`config.mk`:
```
export PLATFORM = sky130hd
export DESIGN_NAME = booth_mult
export DESIGN_NICKNAME = d
export VERILOG_FILES = /design/src/rtl/booth_pkg.sv /design/src/rtl/booth_recoder.sv /design/src/rtl/booth_ppgen.sv /design/src/rtl/booth_csa_tree.sv /design/src/rtl/booth_cpa.sv /design/src/rtl/booth_mult.sv
export SDC_FILE = /design/constraint.sdc
export NUM_CORES = 1
export LEC_CHECK = 0
export BUFFER_PORTS_ARGS = -buffer_cell sky130_fd_sc_hd__buf_2
export CAP_MARGIN = 15
export CORE_ASPECT_RATIO = 1.2
export CORE_MARGIN = 3
export CORE_UTILIZATION = 45
export CTS_BUF_LIST = sky130_fd_sc_hd__clkbuf_4 sky130_fd_sc_hd__clkbuf_8
export CTS_CLUSTER_SIZE = 25
export DETAILED_ROUTE_END_ITERATION = 8
export SYNTH_ARGS = -nofsm -noshare
export SYNTH_HDL_FRONTEND = slang
export SYNTH_HIERARCHICAL = 1
export SYNTH_SLANG_ARGS = --single-unit
```
`constraint.sdc`:
```
create_clock -name clk -period 6.2 [get_ports clk]
set_input_delay 0.31 -clock clk [delete_from_list [all_inputs] [get_ports clk]]
set_output_delay 0.31 -clock clk [all_outputs]
set_load 0.005 [all_outputs]
```
`src/rtl/booth_pkg.sv`:
```
package booth_pkg;
  // One recoded radix-4 digit: sign plus magnitude select.
  // neg=1 with one=0,two=0 is the negative zero digit.
  typedef struct packed {
    logic neg;
    logic one;
    logic two;
  } bdigit_t;

  function automatic int unsigned digit_score(bdigit_t d);
    if (!d.one && !d.two) return d.neg ? 2 : 0;
    return 1;
  endfunction
endpackage

```
`src/rtl/booth_recoder.sv`:
```
module booth_recoder
  import booth_pkg::*;
#(
  parameter int K  = 8,
  parameter int ND = K/2 + 1,
  parameter int WW = $clog2(2*ND + 1)
) (
  input  logic [K-1:0]           mplier,
  output bdigit_t [ND-1:0]       dig,
  output logic [WW-1:0]          wt
);
  localparam int EW = 2*ND + 1;

  logic [EW-1:0] ext;
  assign ext = {{(EW-K-1){1'b0}}, mplier, 1'b0};

  for (genvar i = 0; i < ND; i++) begin : g_dig
    logic [2:0] trip;
    assign trip = ext[2*i+2 -: 3];
    always_comb begin
      unique case (trip)
        3'b000: dig[i] = '{neg:1'b0, one:1'b0, two:1'b0};
        3'b001,
        3'b010: dig[i] = '{neg:1'b0, one:1'b1, two:1'b0};
        3'b011: dig[i] = '{neg:1'b0, one:1'b0, two:1'b1};
        3'b100: dig[i] = '{neg:1'b1, one:1'b0, two:1'b1};
        3'b101,
        3'b110: dig[i] = '{neg:1'b1, one:1'b1, two:1'b0};
        default: dig[i] = '{neg:1'b1, one:1'b0, two:1'b0};
      endcase
    end
  end

  always_comb begin
    int unsigned acc;
    acc = 0;
    for (int i = 0; i < ND; i++) acc += digit_score(dig[i]);
    wt = WW'(acc);
  end
endmodule

```
`src/rtl/booth_ppgen.sv`:
```
module booth_ppgen
  import booth_pkg::*;
#(
  parameter int K  = 8,
  parameter int ND = K/2 + 1,
  parameter int W  = 2*K,
  parameter int NR = ND + 1
) (
  input  logic [K-1:0]          mcand,
  input  bdigit_t [ND-1:0]      dig,
  output logic [NR-1:0][W-1:0]  rows
);
  // One row per digit; the last row gathers the +1 corrections
  // of all negative digits (positions 2i never collide).
  for (genvar i = 0; i < ND; i++) begin : g_row
    logic [K:0]   mag;
    logic [W-1:0] wide;
    always_comb begin
      if (dig[i].two)      mag = {mcand, 1'b0};
      else if (dig[i].one) mag = {1'b0, mcand};
      else                 mag = '0;
      wide = W'(mag);
      if (dig[i].neg) wide = ~wide;
    end
    assign rows[i] = wide << (2*i);
  end

  always_comb begin
    rows[ND] = '0;
    for (int i = 0; i < ND; i++) rows[ND][2*i] = dig[i].neg;
  end
endmodule

```
`src/rtl/booth_csa_tree.sv`:
```
module booth_csa_tree #(
  parameter int W  = 16,
  parameter int NR = 6
) (
  input  logic [NR-1:0][W-1:0] rows,
  output logic [W-1:0]         sum_o,
  output logic [W-1:0]         carry_o
);
  // Level-by-level 3-to-2 reduction: each level compresses every
  // complete triple and passes leftover rows straight down.
  always_comb begin
    logic [W-1:0] cur [NR];
    logic [W-1:0] nxt [NR];
    int n;
    int m;
    for (int j = 0; j < NR; j++) cur[j] = rows[j];
    n = NR;
    for (int lvl = 0; lvl < NR; lvl++) begin
      for (int j = 0; j < NR; j++) nxt[j] = '0;
      m = 0;
      if (n > 2) begin
        for (int j = 0; j + 2 < NR; j += 3) begin
          if (j + 2 < n) begin
            nxt[m]   = cur[j] ^ cur[j+1] ^ cur[j+2];
            nxt[m+1] = ((cur[j] & cur[j+1]) | (cur[j] & cur[j+2]) |
                        (cur[j+1] & cur[j+2])) << 1;
            m += 2;
          end
        end
        for (int j = 0; j < NR; j++) begin
          if (j >= (n/3)*3 && j < n) begin
            nxt[m] = cur[j];
            m += 1;
          end
        end
        for (int j = 0; j < NR; j++) cur[j] = nxt[j];
        n = m;
      end
    end
    sum_o   = cur[0];
    carry_o = (n > 1) ? cur[1] : '0;
  end
endmodule

```
`src/rtl/booth_cpa.sv`:
```
module booth_cpa #(
  parameter int W = 16
) (
  input  logic [W-1:0] a,
  input  logic [W-1:0] b,
  output logic [W-1:0] s
);
  assign s = a + b;
endmodule

```
`src/rtl/booth_mult.sv`:
```
module booth_mult
  import booth_pkg::*;
#(
  parameter int K = 8,
  localparam int ND = K/2 + 1,
  localparam int WW = $clog2(2*ND + 1)
) (
  input  logic            clk,
  input  logic            rst,
  input  logic            start,
  input  logic [K-1:0]    mcand,
  input  logic [K-1:0]    mplier,
  output logic [2*K-1:0]  product,
  output logic            valid,
  output logic [WW-1:0]   booth_wt
);
  localparam int W  = 2*K;
  localparam int NR = ND + 1;

  bdigit_t [ND-1:0]     dig;
  logic [WW-1:0]        wt_c;
  logic [NR-1:0][W-1:0] rows;
  logic [W-1:0]         cs_sum, cs_car, prod_c;

  booth_recoder #(.K(K), .ND(ND), .WW(WW)) u_rec (
    .mplier(mplier), .dig(dig), .wt(wt_c));

  booth_ppgen #(.K(K), .ND(ND), .W(W), .NR(NR)) u_pp (
    .mcand(mcand), .dig(dig), .rows(rows));

  booth_csa_tree #(.W(W), .NR(NR)) u_tree (
    .rows(rows), .sum_o(cs_sum), .carry_o(cs_car));

  booth_cpa #(.W(W)) u_cpa (
    .a(cs_sum), .b(cs_car), .s(prod_c));

  always_ff @(posedge clk) begin
    if (rst) begin
      product  <= '0;
      booth_wt <= '0;
      valid    <= 1'b0;
    end else begin
      valid <= start;
      if (start) begin
        product  <= prod_c;
        booth_wt <= wt_c;
      end
    end
  end

  AST_VALID_AFTER_START: assert property (@(posedge clk) disable iff (rst)
    start |=> valid);
  AST_VALID_SINGLE: assert property (@(posedge clk) disable iff (rst)
    !start |=> !valid);
  AST_IDLE_HOLD: assert property (@(posedge clk) disable iff (rst)
    !start |=> ($stable(product) && $stable(booth_wt)));
  AST_ZERO_MCAND: assert property (@(posedge clk) disable iff (rst)
    (start && mcand == '0) |=> (product == '0));
  AST_WT_BOUND: assert property (@(posedge clk) disable iff (rst)
    valid |-> (int'(booth_wt) <= 2*ND));
  AST_RESET_CLEARS: assert property (@(posedge clk)
    rst |=> (!valid && product == '0 && booth_wt == '0));
endmodule

```
==> reports/summary.log <==
[clock_tree] number of buffers created by CTS 3
[setup_path] critical path launch point type primary input
[yosys] Synth Area in Adders 27.9%
[detailed_routing] via/cell ratio 5.39
[run] Max Cap Viol 0
[setup_path] cell count of the worst reg-to-reg path 2
[yosys] post-synthesis sequential element count 21
[clock_tree] maximum level of the CTS H-tree 1
[final_layout] Storage cell area 420 um2
[grt] first-pass GRT wire length 18,300 um
[pwr] highest ir drop seen on vdd 0.228 mV
[detailed_routing] DRT antenna net count 0
[clock_tree] clock tree from TritonCTS done
[placed_design] weighted congestion reported at the end of routability-driven placement 0.770
[setup_path] number of stages on the worst setup path 19
[timing] final setup vio count 0
[yosys] synthesized instance count 590
[pwr] power per cell area 445 nW/um2
[timing] Max Clock Freq 196 MHz
[clock_tree] Clock Path Buffers 2
[floorplan] Rows 43
[yosys] portion of netlist area occupied by mux cells 3.85%
[final_layout] final net count 667
[clock_tree] Worst-Skew Late Latency 0.25 ns
[setup_path] largest stage delay on the critical path 0.51 ns
[setup_path] critical setup path kind primary input to register
[clock_tree] CTS-repair resized insts 0
[yosys] main combinational cell family by area after synthesis adder cells
[grt] maximum number of pins on one net before global-route repair 41
[floorplan] die outline height 128 um
[clock_tree] Clock transition at path regs 0.07 ns
[placed_design] Setup Slack @ Placement 0.851 ns
[timing] Setup WS post-layout 1.09 ns
[placed_design] count of port buffers added during placement 39
[setup_path] most frequent CP cell sky130_fd_sc_hd__fa_1
[setup_path] critical path peak fanout 35
[grt] initial antenna violation count 0
[setup_path] Critical Path Slowest Stage Cell sky130_fd_sc_hd__or4b_1
[timing] setup repair after global routing missed its margin false
[setup_path] category of the worst setup path capture point register
[yosys] share of synthesized area occupied by flip-flops and latches 7.52%
[final_layout] ant diodes 0
[yosys] simple-gate portion of the synthesized area 23.0%
[yosys] share of the synthesized area in compound gates (AO/OA/AOI/OAI) 17.2%
[pwr] static power due to leakage 0.00242 uW
[floorplan] floorplan die width 108 um
[yosys] count of flip-flops with a built-in enable after synthesis 0
[setup_path] CP Cell Sequence buf_2 > buf_4 > ha_1 > or3_1 > o21ai_1 > buf_4 > a21oi_1 > a211oi_2 > fa_1 > fa_1 > fa_1 > ha_1 > a211oi_2 > o21ai_0 > o311a_1 > or4b_1 > o311ai_1 > mux2i_1 > nor2_1
[pwr] overall power 2420 uW
[grt] GRT Util Overall 15.8%
[setup_path] Buf/Inv on CP 3
[timing] final count of pins violating max slew 0
[timing] worst clock skew on the final layout 0 ns
[timing] Tcrit/Tclk final 82.5%
[detailed_routing] number of remaining DRC errors 0
[placed_design] half-perimeter wire length after detailed placement 8230 um
[floorplan] number of ports placed on the die boundary 40
[detailed_routing] routed wire length 10,700 um
[setup_path] required time at the worst-slack endpoint 6.39 ns
[final_layout] area used by multi-input combinational logic 4440 um2
[clock_tree] Hold Buf Count CTS 0
[floorplan] area of the core 11,800 um2
[min_path] WHS Path Cells 2
[detailed_routing] DRC marker count from the first detailed-route iteration 204
[detailed_routing] wire length per cell 14.9 um
[timing] setup TNS 0 ns
[yosys] Synth Cell Area 5590 um2
[yosys] average cell area after synthesis 9.48 um2
[timing] final hold violation count 0
[clock_tree] clock root buffer sky130_fd_sc_hd__clkbuf_8
[timing] Worst Tran Pin Value 0.589 ns
[grt] GRT overflow 0
[floorplan] starting density of the core 47.2%
[setup_path] critical path data arrival time 5.31 ns
[yosys] Primary FF master, synth sky130_fd_sc_hd__dfxtp_1
[yosys] share of the synthesized netlist area taken by xor and xnor gates 5.10%
[clock_tree] clock sink total 21
[status] result of the run complete, no violations
[yosys] post-synthesis cell type count 55
[floorplan] die area 13,800 um2
[timing] relative max-transition margin 60.7%
[yosys] count of yosys warnings during synthesis 6
[yosys] share of synthesized registers carrying an async set or reset 0%
[detailed_routing] total via count in the routed design 3,866
[final_layout] share of final-layout standard cells stronger than drive strength 1 19.5%
[clock_tree] Setup Fix Bufs, Post-CTS 0
[grt] number of global-route vias before repair 3,637
[final_layout] fill cell total of the finished layout 1,183
[setup_path] delay-heaviest family, CP adder cells
[timing] clock period minus worst slack 5.11 ns
[final_layout] post-synthesis to final-layout area growth -2.75%
[min_path] min-delay worst type primary input to register
[detailed_routing] detailed-router iteration count before antenna repair 4
-- metal layers --
metal / routed length, um / share of wire (%) / track usage [%] / up-vias
li1: - / - / - / 1951
met2: 5130 / 48 / 26.9 / 55
met3: 294 / 2.8 / 0.504 / 2
met4: 36 / 0.34 / 2.01 / 0
met1: 5230 / 49 / 23.0 / 1858
met5: 0 / 0 / 0 / -
-- final cells by class --
| cell class | instances | area share [%] |
|---|---|---|
| flip-flops and latches | 21 | 7.73 |
| multi-input cells | 469 | 81.7 |
| clock buffers | 4 | 0.897 |
| inverters | 18 | 1.24 |
| repair buffers | 48 | 4.83 |
| well taps | 157 | 3.61 |
-- worst paths after layout --
kind,end,from,slack [ns]
worst max-delay path,product[14]$_SDFFE_PP0P_,mplier[3],1.09
worst min-delay path,product[11]$_SDFFE_PP0P_,rst,0.44
worst max register to register,product[8]$_SDFFE_PP0P_,product[8]$_SDFFE_PP0P_,5.56
worst min register to register,product[6]$_SDFFE_PP0P_,product[6]$_SDFFE_PP0P_,0.49
-- power breakdown --
group	internal (uW)	switching [uW]	total, uW
clock network	50.0	39.3	89.2
logic	953	1180	2130
registers	179	17.3	196
-- synthesized netlist by cell type (5+ instances only) --
master / number / area share (%)
sky130_fd_sc_hd__a211oi_2: 38 / 8.5
sky130_fd_sc_hd__a21oi_1: 41 / 3.7
sky130_fd_sc_hd__and3_1: 36 / 4.0
sky130_fd_sc_hd__and4b_1: 28 / 5.0
sky130_fd_sc_hd__and4b_2: 7 / 1.4
sky130_fd_sc_hd__buf_2: 32 / 2.9
sky130_fd_sc_hd__buf_4: 59 / 7.9
sky130_fd_sc_hd__buf_6: 5 / 1.0
sky130_fd_sc_hd__clkbuf_1: 13 / 0.87
sky130_fd_sc_hd__dfxtp_1: 21 / 7.5
sky130_fd_sc_hd__fa_1: 63 / 23
sky130_fd_sc_hd__ha_1: 24 / 5.4
sky130_fd_sc_hd__inv_1: 18 / 1.2
sky130_fd_sc_hd__mux2i_1: 20 / 3.6
sky130_fd_sc_hd__nand2_1: 10 / 0.67
sky130_fd_sc_hd__nand3b_1: 39 / 5.2
sky130_fd_sc_hd__nor2_1: 26 / 1.7
sky130_fd_sc_hd__nor3_1: 8 / 0.72
sky130_fd_sc_hd__o21ai_0: 5 / 0.45
sky130_fd_sc_hd__xnor2_1: 18 / 2.8
sky130_fd_sc_hd__xor2_1: 12 / 1.9
-- logic make-up (layout without fill, tap and decap cells) --
kind of cell               count (synthesis)  after routing
AOI/OAI and AO/OA                        111            111
muxes                                     21             21
DFF                                       21             21
xor gates and xnor gates                  31             31
and+or+nand+nor                          183            183
adders and majority gates                 87             87
buffers and inverters                    133             70
other                                      3             36
-- layout by cell type (no fill, tap or decap), types with 3 or more instances in the layout --
cell	Yosys	routed
sky130_fd_sc_hd__and4b_2	7	7
sky130_fd_sc_hd__clkbuf_8	0	3
sky130_fd_sc_hd__nand2_1	10	10
sky130_fd_sc_hd__fa_1	63	63
sky130_fd_sc_hd__inv_1	18	18
sky130_fd_sc_hd__a211oi_2	38	38
sky130_fd_sc_hd__dfxtp_1	21	21
sky130_fd_sc_hd__o21ai_0	5	4
sky130_fd_sc_hd__and3_1	36	36
sky130_fd_sc_hd__ha_1	24	24
sky130_fd_sc_hd__buf_2	32	39
sky130_fd_sc_hd__o21ai_1	4	5
sky130_fd_sc_hd__mux2i_1	20	20
sky130_fd_sc_hd__nand3b_4	3	3
sky130_fd_sc_hd__buf_4	59	9
sky130_fd_sc_hd__a21oi_1	41	41
sky130_fd_sc_hd__xor2_1	12	12
sky130_fd_sc_hd__nor2_1	26	26
sky130_fd_sc_hd__nand2b_1	4	4
sky130_fd_sc_hd__a21o_1	4	4
sky130_fd_sc_hd__conb_1	3	36
sky130_fd_sc_hd__nand3b_1	39	39
sky130_fd_sc_hd__nand3_1	3	3
sky130_fd_sc_hd__and4b_1	28	28
sky130_fd_sc_hd__and3_2	3	3
sky130_fd_sc_hd__xnor2_1	18	18
sky130_fd_sc_hd__nor3_1	8	8
sky130_fd_sc_hd__nor2b_1	4	4
sky130_fd_sc_hd__o311ai_1	3	3
-- state kept, by name, indices dropped and copies added (netlist names) --
register,count
valid,1
booth_wt,4
product,16
-- metrics by stage --
stage / util, % / area [um2] / hold WS, ns / std cells
floorplan: - / 5720 / 0.382 / 623
global placement: 45.5 / 5390 / 0.466 / 713
detailed placement: 45.5 / 5390 / 0.480 / 713
CTS: 45.9 / 5440 / 0.441 / 717
global route: 45.9 / 5440 / 0.464 / 717
finish: 45.9 / 5440 / 0.438 / 717
No activity file was read; power rests on OpenSTA's default activity.
